--- src/rtl/bp_pkg.sv ---
package bp_pkg;
    localparam int ASEL_W = 2;
    localparam logic [ASEL_W-1:0] ASEL_REG = 2'd0;
    localparam logic [ASEL_W-1:0] ASEL_MEM = 2'd1;
    localparam logic [ASEL_W-1:0] ASEL_WB  = 2'd2;
    localparam int NUM_SRC = 2;   // index 0 = rs, 1 = rt
endpackage

--- src/rtl/bp_src_match.sv ---
module bp_src_match #(
    parameter int REG_W = 5
) (
    input  logic [REG_W-1:0] src,
    input  logic             ex_hit_en,
    input  logic [REG_W-1:0] ex_dst,
    input  logic             me_hit_en,
    input  logic [REG_W-1:0] me_dst,
    output logic             hit_ex,
    output logic             hit_me
);
    logic src_nz;

    always_comb begin
        src_nz = (src != '0);
        hit_ex = src_nz && ex_hit_en && (ex_dst == src);
        hit_me = src_nz && me_hit_en && (me_dst == src);
    end
endmodule

--- src/rtl/bp_hazard_decide.sv ---
module bp_hazard_decide
    import bp_pkg::*;
(
    input  logic                  id_occ,
    input  logic                  use_a,
    input  logic                  use_b,
    input  logic                  branch,
    input  logic                  store,
    input  logic [NUM_SRC-1:0]    hit_ex,
    input  logic [NUM_SRC-1:0]    hit_me,
    input  logic                  ex_ld,
    input  logic                  me_ld,
    output logic                  stall,
    output logic [NUM_SRC-1:0]    cmp_sel,
    output logic [ASEL_W-1:0]     asel,
    output logic                  st_ex,
    output logic                  st_me
);
    logic              load_use;
    logic              rt_alu_wait;
    logic [NUM_SRC-1:0] br_wait;

    always_comb begin
        for (int i = 0; i < NUM_SRC; i++) begin
            br_wait[i] = branch && (hit_ex[i] || (hit_me[i] && me_ld));
            cmp_sel[i] = id_occ && branch && !hit_ex[i] && hit_me[i] && !me_ld;
        end
        load_use    = use_a && hit_ex[0] && ex_ld;
        rt_alu_wait = use_b && (hit_ex[1] || hit_me[1]);
        stall       = id_occ && (load_use || rt_alu_wait || (|br_wait));

        asel = ASEL_REG;
        if (use_a) begin
            if (hit_ex[0])      asel = ASEL_MEM;
            else if (hit_me[0]) asel = ASEL_WB;
        end
        st_me = store && hit_ex[1];
        st_ex = store && !hit_ex[1] && hit_me[1];
    end
endmodule

--- src/rtl/bp_pipe_ctrl.sv ---
module bp_pipe_ctrl
    import bp_pkg::*;
#(
    parameter int REG_W = 5,
    parameter int EXC_W = 4
) (
    input  logic             clk,
    input  logic             rst_n,
    input  logic             id_occ,
    input  logic [REG_W-1:0] id_rs,
    input  logic [REG_W-1:0] id_rt,
    input  logic [REG_W-1:0] id_dst,
    input  logic             id_wr,
    input  logic             id_load,
    input  logic             id_use_a,
    input  logic             id_use_b,
    input  logic             id_branch,
    input  logic             id_store,
    input  logic [EXC_W-1:0] id_exc,
    input  logic [EXC_W-1:0] ex_exc_new,
    input  logic [EXC_W-1:0] me_exc_new,
    output logic             stall,
    output logic             id_cmp_a_sel,
    output logic             id_cmp_b_sel,
    output logic [1:0]       ex_alu_a_sel,
    output logic             ex_st_sel,
    output logic             me_st_sel,
    output logic             ex_occ,
    output logic             me_occ,
    output logic             wb_occ,
    output logic [EXC_W-1:0] wb_exc
);
    typedef struct packed {
        logic              occ;
        logic              wr;
        logic              ld;
        logic [REG_W-1:0]  dst;
        logic [EXC_W-1:0]  exc;
        logic [ASEL_W-1:0] asel;
        logic              st_ex;
        logic              st_me;
    } ex_rec_t;

    typedef struct packed {
        logic             occ;
        logic             wr;
        logic             ld;
        logic [REG_W-1:0] dst;
        logic [EXC_W-1:0] exc;
        logic             st_me;
    } me_rec_t;

    typedef struct packed {
        logic             occ;
        logic [EXC_W-1:0] exc;
    } wb_rec_t;

    typedef struct packed {
        ex_rec_t ex;
        me_rec_t me;
        wb_rec_t wb;
    } state_t;

    state_t state_d, state_q;

    logic [REG_W-1:0]  src [NUM_SRC];
    logic [NUM_SRC-1:0] hit_ex, hit_me;
    logic              raw_stall;
    logic [NUM_SRC-1:0] cmp_sel;
    logic [ASEL_W-1:0] asel_d;
    logic              st_ex_d, st_me_d;
    logic [EXC_W-1:0]  me_exc_w;

    assign src[0] = id_rs;
    assign src[1] = id_rt;

    for (genvar g = 0; g < NUM_SRC; g++) begin : g_src
        bp_src_match #(.REG_W(REG_W)) u_match (
            .src      (src[g]),
            .ex_hit_en(state_q.ex.occ && state_q.ex.wr),
            .ex_dst   (state_q.ex.dst),
            .me_hit_en(state_q.me.occ && state_q.me.wr),
            .me_dst   (state_q.me.dst),
            .hit_ex   (hit_ex[g]),
            .hit_me   (hit_me[g])
        );
    end

    bp_hazard_decide u_decide (
        .id_occ (id_occ),
        .use_a  (id_use_a),
        .use_b  (id_use_b),
        .branch (id_branch),
        .store  (id_store),
        .hit_ex (hit_ex),
        .hit_me (hit_me),
        .ex_ld  (state_q.ex.ld),
        .me_ld  (state_q.me.ld),
        .stall  (raw_stall),
        .cmp_sel(cmp_sel),
        .asel   (asel_d),
        .st_ex  (st_ex_d),
        .st_me  (st_me_d)
    );

    always_comb begin
        state_d = '0;

        if (id_occ && !raw_stall) begin
            state_d.ex.occ   = 1'b1;
            state_d.ex.wr    = id_wr;
            state_d.ex.ld    = id_load;
            state_d.ex.dst   = id_dst;
            state_d.ex.exc   = id_exc;
            state_d.ex.asel  = asel_d;
            state_d.ex.st_ex = st_ex_d;
            state_d.ex.st_me = st_me_d;
        end

        if (state_q.ex.occ) begin
            state_d.me.occ   = 1'b1;
            state_d.me.wr    = state_q.ex.wr;
            state_d.me.ld    = state_q.ex.ld;
            state_d.me.dst   = state_q.ex.dst;
            state_d.me.st_me = state_q.ex.st_me;
            state_d.me.exc   = (state_q.ex.exc != '0) ? state_q.ex.exc : ex_exc_new;
        end

        if (state_q.me.occ) begin
            state_d.wb.occ = 1'b1;
            state_d.wb.exc = (state_q.me.exc != '0) ? state_q.me.exc : me_exc_new;
        end
    end

    always_ff @(posedge clk) begin
        if (!rst_n) state_q <= '0;
        else        state_q <= state_d;
    end

    assign stall        = raw_stall;
    assign id_cmp_a_sel = cmp_sel[0];
    assign id_cmp_b_sel = cmp_sel[1];
    assign ex_alu_a_sel = state_q.ex.asel;
    assign ex_st_sel    = state_q.ex.st_ex;
    assign me_st_sel    = state_q.me.st_me;
    assign ex_occ       = state_q.ex.occ;
    assign me_occ       = state_q.me.occ;
    assign wb_occ       = state_q.wb.occ;
    assign wb_exc       = state_q.wb.exc;
    assign me_exc_w     = state_q.me.exc;
endmodule

--- config.mk ---
export PLATFORM = sky130hd
export DESIGN_NAME = bp_pipe_ctrl
export DESIGN_NICKNAME = d
export VERILOG_FILES = /design/src/rtl/bp_pkg.sv /design/src/rtl/bp_src_match.sv /design/src/rtl/bp_hazard_decide.sv /design/src/rtl/bp_pipe_ctrl.sv
export SDC_FILE = /design/constraint.sdc
export NUM_CORES = 1
export LEC_CHECK = 0
export BUFFER_PORTS_ARGS = -buffer_cell sky130_fd_sc_hd__buf_4
export CAP_MARGIN = 5
export CORE_MARGIN = 3
export CORE_UTILIZATION = 52
export CTS_CLUSTER_DIAMETER = 80
export DETAILED_ROUTE_END_ITERATION = 10
export PLACE_DENSITY = 0.83
export SETUP_SLACK_MARGIN = 0.2
export SKIP_LAST_GASP = 1
export SYNTH_ARGS = -nofsm -noshare
export SYNTH_HDL_FRONTEND = slang
export SYNTH_SLANG_ARGS = --single-unit
--- constraint.sdc ---
create_clock -name clk -period 3.3 [get_ports clk]
set_clock_uncertainty 0.1 [all_clocks]
set_input_delay 0.66 -clock clk [delete_from_list [all_inputs] [get_ports clk]]
set_output_delay 0.66 -clock clk [all_outputs]
set_load 0.005 [all_outputs]
==> results of run 1 <==
[cell type report]
type	count	area share [%]
Clock buffer	7	3.001
Sequential cell	34	37.11
Inverter	6	1.228
Multi-Input combinational cell	96	35.47
Clock inverter	1	0.2729
Tap cell	30	2.046
Timing Repair Buffer	51	20.87
[cell usage after synthesis, drive strengths merged]
cell type   n  area (sq um)
nor3        4         20.02
dfxtp      34         680.7
buf         8         61.30
nand3       5         25.02
a31oi       2         12.51
nand4       3         18.77
a21oi       6         30.03
nor3b      12         90.09
nor2       13         53.80
nand4b      1         8.760
and2        1         6.260
nand3b      3         22.52
xnor2      17         148.9
o221ai      1         8.760
xor2        1         8.760
a21boi      1         18.77
or4         2         15.01
clkbuf      1         3.750
inv         6         22.52
a221o       1         10.01
nor4        4         40.04
o21a        1         7.510
o21ai       2         17.52
nor4b       1         8.760
nand2       6         22.52
and3        8         50.05
nand2b      1         6.260
[routing by layer]
metal	wire length, um	part of all wire (%)	GRT usage [%]
met1	1341	42	25.45
met2	1608	50	35.32
met3	177	5.5	4.677
met4	72	2.3	10.60
met5	0	0	0
[cells in the final DEF, fill, tap and decap left out, types with 2 or more instances in the layout]
master | synthesis | final
dfxtp_1 | 34 | 34
a21oi_1 | 6 | 6
or4_1 | 2 | 2
nor4_1 | 3 | 3
clkbuf_4 | 0 | 5
a31oi_1 | 2 | 2
nor2_2 | 2 | 2
nand2_1 | 6 | 6
nor3b_1 | 12 | 12
and3_1 | 8 | 8
nor2_1 | 11 | 11
o21ai_2 | 2 | 2
buf_4 | 6 | 51
xnor2_1 | 17 | 17
inv_1 | 6 | 6
nand4_1 | 3 | 3
nand3b_1 | 3 | 3
nor3_1 | 4 | 4
nand3_1 | 5 | 5
[registers in the layout (all words and copies together) (netlist names)]
signal and count:
ex_st_sel 1, me_occ 1, me_exc_w 4, wb_exc 4, ex_occ 1, ex_alu_a_sel 2, me_st_sel 1, wb_occ 1
state_q 19
[worst max-delay path, cell delays in order]
cell	delay (ps)
buf_4	120
or4_1	530
nor2_2	180
nor3_1	130
o21ai_2	200
a21boi_4	80
o21a_1	180
buf_4	130
[kinds of logic (layout without fill, tap and decap cells)]
family / Yosys count / count (layout) / share of synthesized area (%)
AO/OA/AOI/OAI: 14 / 14 / 7.408
XOR/XNOR: 18 / 18 / 11.11
buffers and inverters: 15 / 65 / 6.172
flip-flops: 34 / 34 / 47.97
AND/OR/NAND/NOR: 64 / 64 / 27.34
[power groups by stage]
| stage | clock, mW | combinational (mW) | sequential (mW) |
|---|---|---|---|
| detailed placement | 0 | 0.0882 | 0.437 |
| global placement | 0 | 0.0858 | 0.437 |
| global route | 0.256 | 0.0982 | 0.429 |
| floorplan | 0 | 0.0402 | 0.436 |
| CTS | 0.239 | 0.0889 | 0.428 |
| finish | 0.232 | 0.0888 | 0.428 |
[worst paths after layout]
| check | start | to | slack, ps | cells after the start |
|---|---|---|---|---|
| worst max-delay path | id_rs[1] | stall | 340 | 8 |
| worst max register to register | ex_occ$_SDFF_PN0_ | state_q[28]$_SDFF_PN0_ | 1170 | 7 |
| worst min-delay path | state_q[32]$_SDFF_PN0_ | state_q[16]$_SDFF_PN0_ | 390 | 1 |
| worst min register to register | state_q[32]$_SDFF_PN0_ | state_q[16]$_SDFF_PN0_ | 390 | 1 |
==> flow_summary.yaml, run 1 <==
final_layout:
  finalCoreUtilization_pct: 72.07
  sequential_cell_area_sq_um: 680.7
  fin_nets: 230
  filler_cell_count: 199
  inserted_diodes: 0
  layout_cells_excl_fill: 225
  final_area_sq_um: 1834
  syn2layout_area_growth_pct: 29.28
  drive_above_1_share_pct: 32.82
  multi_input_gate_area_in_the_final_layout_sq_um: 650.6
placed_design:
  place_hpwl_um: 2518
  post-place-cells: 217
  gpl.final_weighted_congestion: 0.8926
  preCtsSetupSlack_ps: 341.6
  io_buffer_count: 49
  dpl_cell_area_sq_um: 1774
timing:
  rsz0062_at_grt: "no"
  final-setup-viol-count: 0
  smallest_setup_slack_after_layout_ps: 338.1
  worst_pin_slew_ps: 724.5
  fmaxAchievable_ghz: 0.3376
  hold-worst-slack_ps: 386.5
  finalHoldViolCount: 0
  drv_slew: 0
  final.min_clock_period_ps: 2962
  fin_setup_tns_ps: 0
  relSlewSlack_pct: 51.26
  fin_crit_sh_pct: 89.76
global_route:
  grt_max_degree: 17
  number_of_antenna_violations_at_the_first_check_in_global_routing: 0
  first_global_vias: 1266
  grt_first_pass_wirelength_um: 5340
  global_route.overflow_total: 0
  global_route.usage.total_pct: 21.13
power:
  power_density_cells_nw_per_um2: 407.9
  vdd.ir_drop.worst_mv: 0.4243
  p_switching_mw: 0.1725
  p_int_mw: 0.5758
  clockPowerShare_pct: 31.0
  post-layout-total-power_mw: 0.7483
  total_leakage_power_nw: 0.7795
  seqPwrFrac_pct: 57.1
  power_frac_comb_pct: 11.9
  power.switching_fraction_pct: 23.05
synthesis:
  ys_warn_count: 0
  synth.avg_cell_area_sq_um: 9.785
  netlist_area_sq_um: 1419
  syn-instance-count: 145
  seq_area_frac_synth_pct: 47.97
  synth_cell_types: 31
  ys_ff_latch: 34
  synth.net_count: 181
cts:
  worst_skew_pair.late_latency_ps: 320
  clock_tree.root_cell: "clkbuf_4"
  numCtsBuffers: 5
  cts.clk_slew.worst_paths_ps: 90
  postCtsResizedCells: 0
  hold_buffers: 0
  htree_num_levels: 2
  clock_path_buffers: 2
  cts_tree: "done"
  clkSinkCount: 34
  post-cts-setup-buffers: 0
drt:
  route.detailed.vias_per_inst: 5.271
  via_count: 1186
  drt.antenna.violating_nets: 0
  post_drt_wl_per_cell_um: 14.21
  drtIter0Drc: 37
  drt_pre_antenna_iters: 4
  drc: 0
  detail_route.wirelength_um: 3198
status:
  status: "completed"
floorplanning:
  start_util_pct: 55.75
  fp.dieArea_sq_um: 3391
  core_sq_um: 2545
  die_width_um: 58.24
  design.portCount: 50
  core.rowCount: 18
  die_h_um: 58.24
hold_path:
  hp-class: "reg2reg"
run:
  drv.max_cap_violation_count: 0
worst_setup_path:
  timing_worst_setup_path_type: "in2out"
  required_time_of_the_worst_setup_path_ps: 2540
  worst_ep_arrival_time_ps: 2200
  setup.worst_path.start_class: "input port"
  cp_max_fo: 3
  crit_path_end_kind: "output port"
Power figures use the tool's default switching activity.
==> run 2: changes to the inputs <==
CORE_UTILIZATION = 48   (was 52)
PLACE_DENSITY = 0.77   (was 0.83)
clock period = 3.35 ns   (was 3.3 ns; I/O delays follow)
==> flow_summary.yaml, run 2 (synthesized netlist as in run 1, its figures left out) <==
drt:
  drc: 0
  post_drt_wl_per_cell_um: 13.92
  via_count: 1158
  drt.antenna.violating_nets: 0
  route.detailed.vias_per_inst: 5.124
  drt_pre_antenna_iters: 4
  drtIter0Drc: 41
  wl_met1_um: 1460
  met3_wirelength_um: 201
  detail_route.wirelength_um: 3146
  route.top_layer_used: "met4"
  sum_of_met2_wire_segment_lengths_after_detailed_routing_um: 1445
placed_design:
  post-place-cells: 218
  place_hpwl_um: 2462
  io_buffer_count: 49
  dpl_cell_area_sq_um: 1775
  gpl.final_weighted_congestion: 0.8800
cts:
  clock_path_buffers: 2
  post-cts-setup-buffers: 0
  cts.clk_slew.worst_paths_ps: 100
  hold_buffers: 0
  numCtsBuffers: 5
  clock_tree.root_cell: "clkbuf_4"
  worst_skew_pair.late_latency_ps: 330
  cts_tree: "done"
  clkSinkCount: 34
  postCtsResizedCells: 0
  htree_num_levels: 2
worst_setup_path:
  crit_path_frequent_cell: "buf_4"
  cp_max_fo: 5
  critical_path.reg2reg.startpoint: "ex_occ$_SDFF_PN0_"
  cp.buffers_inverters: 2
  required_time_of_the_worst_setup_path_ps: 2580
  worst_ep_arrival_time_ps: 2230
  cp_cell_sequence: "buf_4 -> or4_1 -> nor2_1 -> nor4_1 -> o21ai_2 -> nand2_1 -> o21a_1 -> buf_4"
  crit_path_end_kind: "output port"
  timing.critical_path.slowest_stage_cell: "or4_1"
  critical_path_cell_count: 8
  rr_endpoint: "state_q[24]$_SDFF_PN0_"
  timing_worst_setup_path_type: "in2out"
  timing.reg2reg.setup_slack_ps: 1210
  ff2ff_path_depth: 7
  critPathTopFamily: "simple AND/OR/NAND/NOR gates"
  cp-startpoint: "id_rt[1]"
  critical-path-max-stage-delay_ps: 520
  cp_endpoint: "stall"
  setup.worst_path.start_class: "input port"
global_route:
  grt_max_degree: 17
  global_route.usage.total_pct: 19.11
  global_route.overflow_total: 0
  first_global_vias: 1137
  grt_first_pass_wirelength_um: 5050
  number_of_antenna_violations_at_the_first_check_in_global_routing: 0
floorplanning:
  start_util_pct: 51.01
  die_h_um: 60.37
  fp.dieArea_sq_um: 3645
  die_width_um: 60.37
  core_sq_um: 2781
  design.portCount: 50
  core.rowCount: 19
timing:
  final.min_clock_period_ps: 2998
  rsz0062_at_grt: "no"
  relSlewSlack_pct: 54.21
  fmaxAchievable_ghz: 0.3336
  finalHoldViolCount: 0
  final-setup-viol-count: 0
  drv_slew: 0
  fin_setup_tns_ps: 0
  worst_pin_slew_ps: 680.6
  hold-worst-slack_ps: 381.7
  fin_crit_sh_pct: 89.49
final_layout:
  final_area_sq_um: 1831
  largest_register: "state_q"
  layout_cells_excl_fill: 226
  largest_register_ff_count: 19
  syn2layout_area_growth_pct: 29.01
  most-common-layout-cells: "buf_4, dfxtp_1, xnor2_1"
  inserted_diodes: 0
  filler_cell_count: 240
  most_common_library_cell_in_the_layout_ignoring_fill_and_taps: "buf_4"
  fin_nets: 230
  drive_above_1_share_pct: 32.82
power:
  power_density_cells_nw_per_um2: 394.3
  vdd.ir_drop.worst_mv: 0.3650
  total_leakage_power_nw: 0.7765
  post-layout-total-power_mw: 0.7217
status:
  status: "completed"
hold_path:
  hp-class: "reg2reg"
run:
  drv.max_cap_violation_count: 0
==> run 2: stage by stage <==
stage	setup slack [ps]	util, %
floorplan	675.4	-
global placement	412.8	63.83
detailed placement	384.5	63.83
CTS	377.8	65.81
global route	249.1	65.81
finish	352.1	65.81
==> run 2: worst reg2reg max path: stages (launching register included) <==
cell and delay, ps:
dfxtp_1 320, buf_4 160, nand2_1 100, a221o_1 310, nor4_4 400, nand3_1 150
nand3_1 380, nor3b_1 110
==> run 2: layout make-up <==
class                   instances  area [sq um]  area share, %
repair buffers                 51         382.9          20.92
multi-input cells              96         650.6          35.54
well taps                      31         38.79          2.119
clock buffers                   6         41.29          2.256
flip-flops and latches         34         680.7          37.18
inverters                       6         22.52          1.230
clock inverters                 2         13.76         0.7519
==> run 2: power breakdown <==
part           internal [mW]  switching (mW)
combinational         0.0516          0.0360
clock                 0.0823           0.131
sequential             0.414         0.00697
total                  0.548           0.174
==> run 2: worst min path at each step <==
stage,depth (start not counted),slack [ps],end,startpoint
5_1_grt,1,410,state_q[16]$_SDFF_PN0_,state_q[32]$_SDFF_PN0_
6_report,1,380,me_st_sel$_SDFF_PN0_,state_q[18]$_SDFF_PN0_
4_1_cts,2,390,me_exc_w[0]$_SDFF_PN0_,state_q[22]$_SDFF_PN0_
2_1_floorplan,2,340,wb_exc[1]$_SDFF_PN0_,me_exc_w[1]$_SDFF_PN0_
3_3_place_gp,1,350,me_st_sel$_SDFF_PN0_,state_q[18]$_SDFF_PN0_
3_5_place_dp,2,360,wb_exc[2]$_SDFF_PN0_,me_exc_w[2]$_SDFF_PN0_
==> run 2: layer usage <==
metal	GRT usage (%)	up-vias
met5	0	-
met4	5.696	0
met3	6.596	5
met2	29.17	30
met1	25.59	526
li1	-	597
==> run 3: changes to the inputs <==
ABC_AREA = 1   (was not set)
CORE_UTILIZATION = 50   (was 48)
PLACE_DENSITY = 0.78   (was 0.77)
==> flow_summary.yaml, run 3 <==
synthesis:
  synth.most_common_cell: "nand2_1"
  netlist_area_sq_um: 1660
  syn-instance-count: 248
  synth_cell_types: 23
  synth_commonest_cells: "nand2_1, inv_1, dfxtp_1"
  synth_area_leader_cell: "dfxtp_1"
  ys_warn_count: 0
  post_synth_main_area_contributors: "dfxtp_1, nand2_1, inv_1, nor2_1, nor2_2"
  ys_ff_latch: 34
  synth.net_count: 284
  postSynth.topFlopCell: "dfxtp_1"
  netlist.area_leader.share_pct: 40.99
  async_flop_share_pct: 0
  synth.avg_cell_area_sq_um: 6.695
  seq_area_frac_synth_pct: 40.99
  count_of_flip_flops_with_a_built_in_enable_after_synthesis: 0
cts:
  hold_buffers: 0
  postCtsResizedCells: 0
  cts.clk_slew.worst_paths_ps: 100
  clock_tree.root_cell: "clkbuf_4"
  clkSinkCount: 34
  worst_skew_pair.late_latency_ps: 320
  htree_num_levels: 2
  cts_tree: "done"
  numCtsBuffers: 5
  post-cts-setup-buffers: 0
  clock_path_buffers: 2
timing:
  drv_slew: 0
  relSlewSlack_pct: 57.09
  smallest_setup_slack_after_layout_ps: 701.8
  fin_setup_tns_ps: 0
  fmaxAchievable_ghz: 0.3776
  worst_pin_slew_ps: 637.7
  fin_crit_sh_pct: 79.05
  final-setup-viol-count: 0
  rsz0062_at_grt: "no"
  final.min_clock_period_ps: 2648
  finalHoldViolCount: 0
worst_setup_path:
  timing_worst_setup_path_type: "in2out"
  setup.worst_path.start_class: "input port"
  cp-startpoint: "id_rt[4]"
  required_time_of_the_worst_setup_path_ps: 2580
  critical_path.reg2reg.startpoint: "state_q[29]$_SDFF_PN0_"
  crit_path_end_kind: "output port"
  cp_max_fo: 3
  worst_ep_arrival_time_ps: 1880
hold_path:
  hp-class: "reg2reg"
  min_from: "state_q[18]$_SDFF_PN0_"
global_route:
  first_global_vias: 1305
  number_of_antenna_violations_at_the_first_check_in_global_routing: 0
  grt_max_degree: 17
  global_route.usage.total_pct: 17.09
  global_route.overflow_total: 0
  grt_first_pass_wirelength_um: 5485
floorplanning:
  core_sq_um: 3103
  die_width_um: 63.63
  fp.dieArea_sq_um: 4048
  die_h_um: 63.63
  start_util_pct: 53.51
  core.rowCount: 20
  design.portCount: 50
final_layout:
  syn2layout_area_growth_pct: 26.22
  drive_above_1_share_pct: 28.04
  most_common_library_cell_in_the_layout_ignoring_fill_and_taps: "nand2_1"
  largest_register: "state_q"
  fin_nets: 332
  largest_register_ff_count: 19
  inserted_diodes: 0
  most-common-layout-cells: "nand2_1, buf_4, inv_1"
drt:
  detail_route.wirelength_um: 3402
  drc: 0
  drt_pre_antenna_iters: 4
  via_count: 1537
  drt.antenna.violating_nets: 0
  post_drt_wl_per_cell_um: 10.01
  route.detailed.vias_per_inst: 4.521
  drtIter0Drc: 62
placed_design:
  preCtsSetupSlack_ps: 685.4
  io_buffer_count: 49
  gpl.final_weighted_congestion: 0.8864
  place_hpwl_um: 2717
status:
  status: "completed"
power:
  vdd.ir_drop.worst_mv: 0.2783
  power_density_cells_nw_per_um2: 393.2
  total_leakage_power_nw: 1.053
run:
  drv.max_cap_violation_count: 0
-- run 3: final timing paths --
check	slack [ps]	to	cells past startpoint
worst min-delay path	320	me_st_sel$_SDFF_PN0_	2
worst max-delay path	700	stall	11
worst max register to register	1670	state_q[32]$_SDFF_PN0_	11
worst min register to register	320	me_st_sel$_SDFF_PN0_	2
-- run 3: report_power, final --
part	total [mW]	leakage, nW	internal (mW)	switching (mW)
Sequential	0.420	0.277	0.414	0.00627
Combinational	0.104	0.732	0.0507	0.0536
Clock	0.300	0.0443	0.174	0.126
Total	0.824	1.05	0.638	0.186
-- run 3: critical path, cell delays in order --
cell and delay [ps]:
buf_4 120, xnor2_1 210, nand2_1 70, nor2_1 150, nand2_1 110, nand2_1 70, nand2_1 40, nand2_1 60
nand2_2 70, a21boi_0 160, buf_4 140
-- run 3: routing by layer --
| layer | vias to the layer above | global-route usage, % | routed length (um) |
|---|---|---|---|
| li1 | 825 | - | - |
| met3 | 6 | 3.565 | 204 |
| met5 | - | 0 | 0 |
| met2 | 47 | 26.34 | 1556 |
| met4 | 0 | 7.278 | 61 |
| met1 | 659 | 22.99 | 1578 |
-- run 3: metrics by stage --
step	utilization, %	cell area (sq um)	hold slack [ps]	power, mW	instances
after floorplan	-	1660	293.6	0.4850	248
after global placement	64.92	2014	296.2	0.5322	333
after detailed placement	64.92	2014	306.4	0.5333	333
after CTS	67.54	2096	320.7	0.8329	340
after global routing	67.54	2096	343.4	0.8648	340
final	67.54	2096	321.8	0.8240	340
-- run 3: kinds of logic after synthesis --
family | after synthesis | share of synthesized area (%)
AO/OA/AOI/OAI | 13 | 4.070
buffers and inverters | 58 | 15.45
flip-flops | 34 | 40.99
XOR/XNOR | 3 | 1.583
AND/OR/NAND/NOR | 140 | 37.91
-- run 3: layout make-up --
| class | instances | area (sq um) |
|---|---|---|
| Inverter | 50 | 187.7 |
| Sequential cell | 34 | 680.7 |
| Clock buffer | 6 | 51.30 |
| Multi-Input combinational cell | 156 | 723.2 |
| Tap cell | 44 | 55.05 |
| Timing Repair Buffer | 49 | 367.9 |
| Clock inverter | 1 | 30.03 |
| Fill cell | 304 | 1007 |
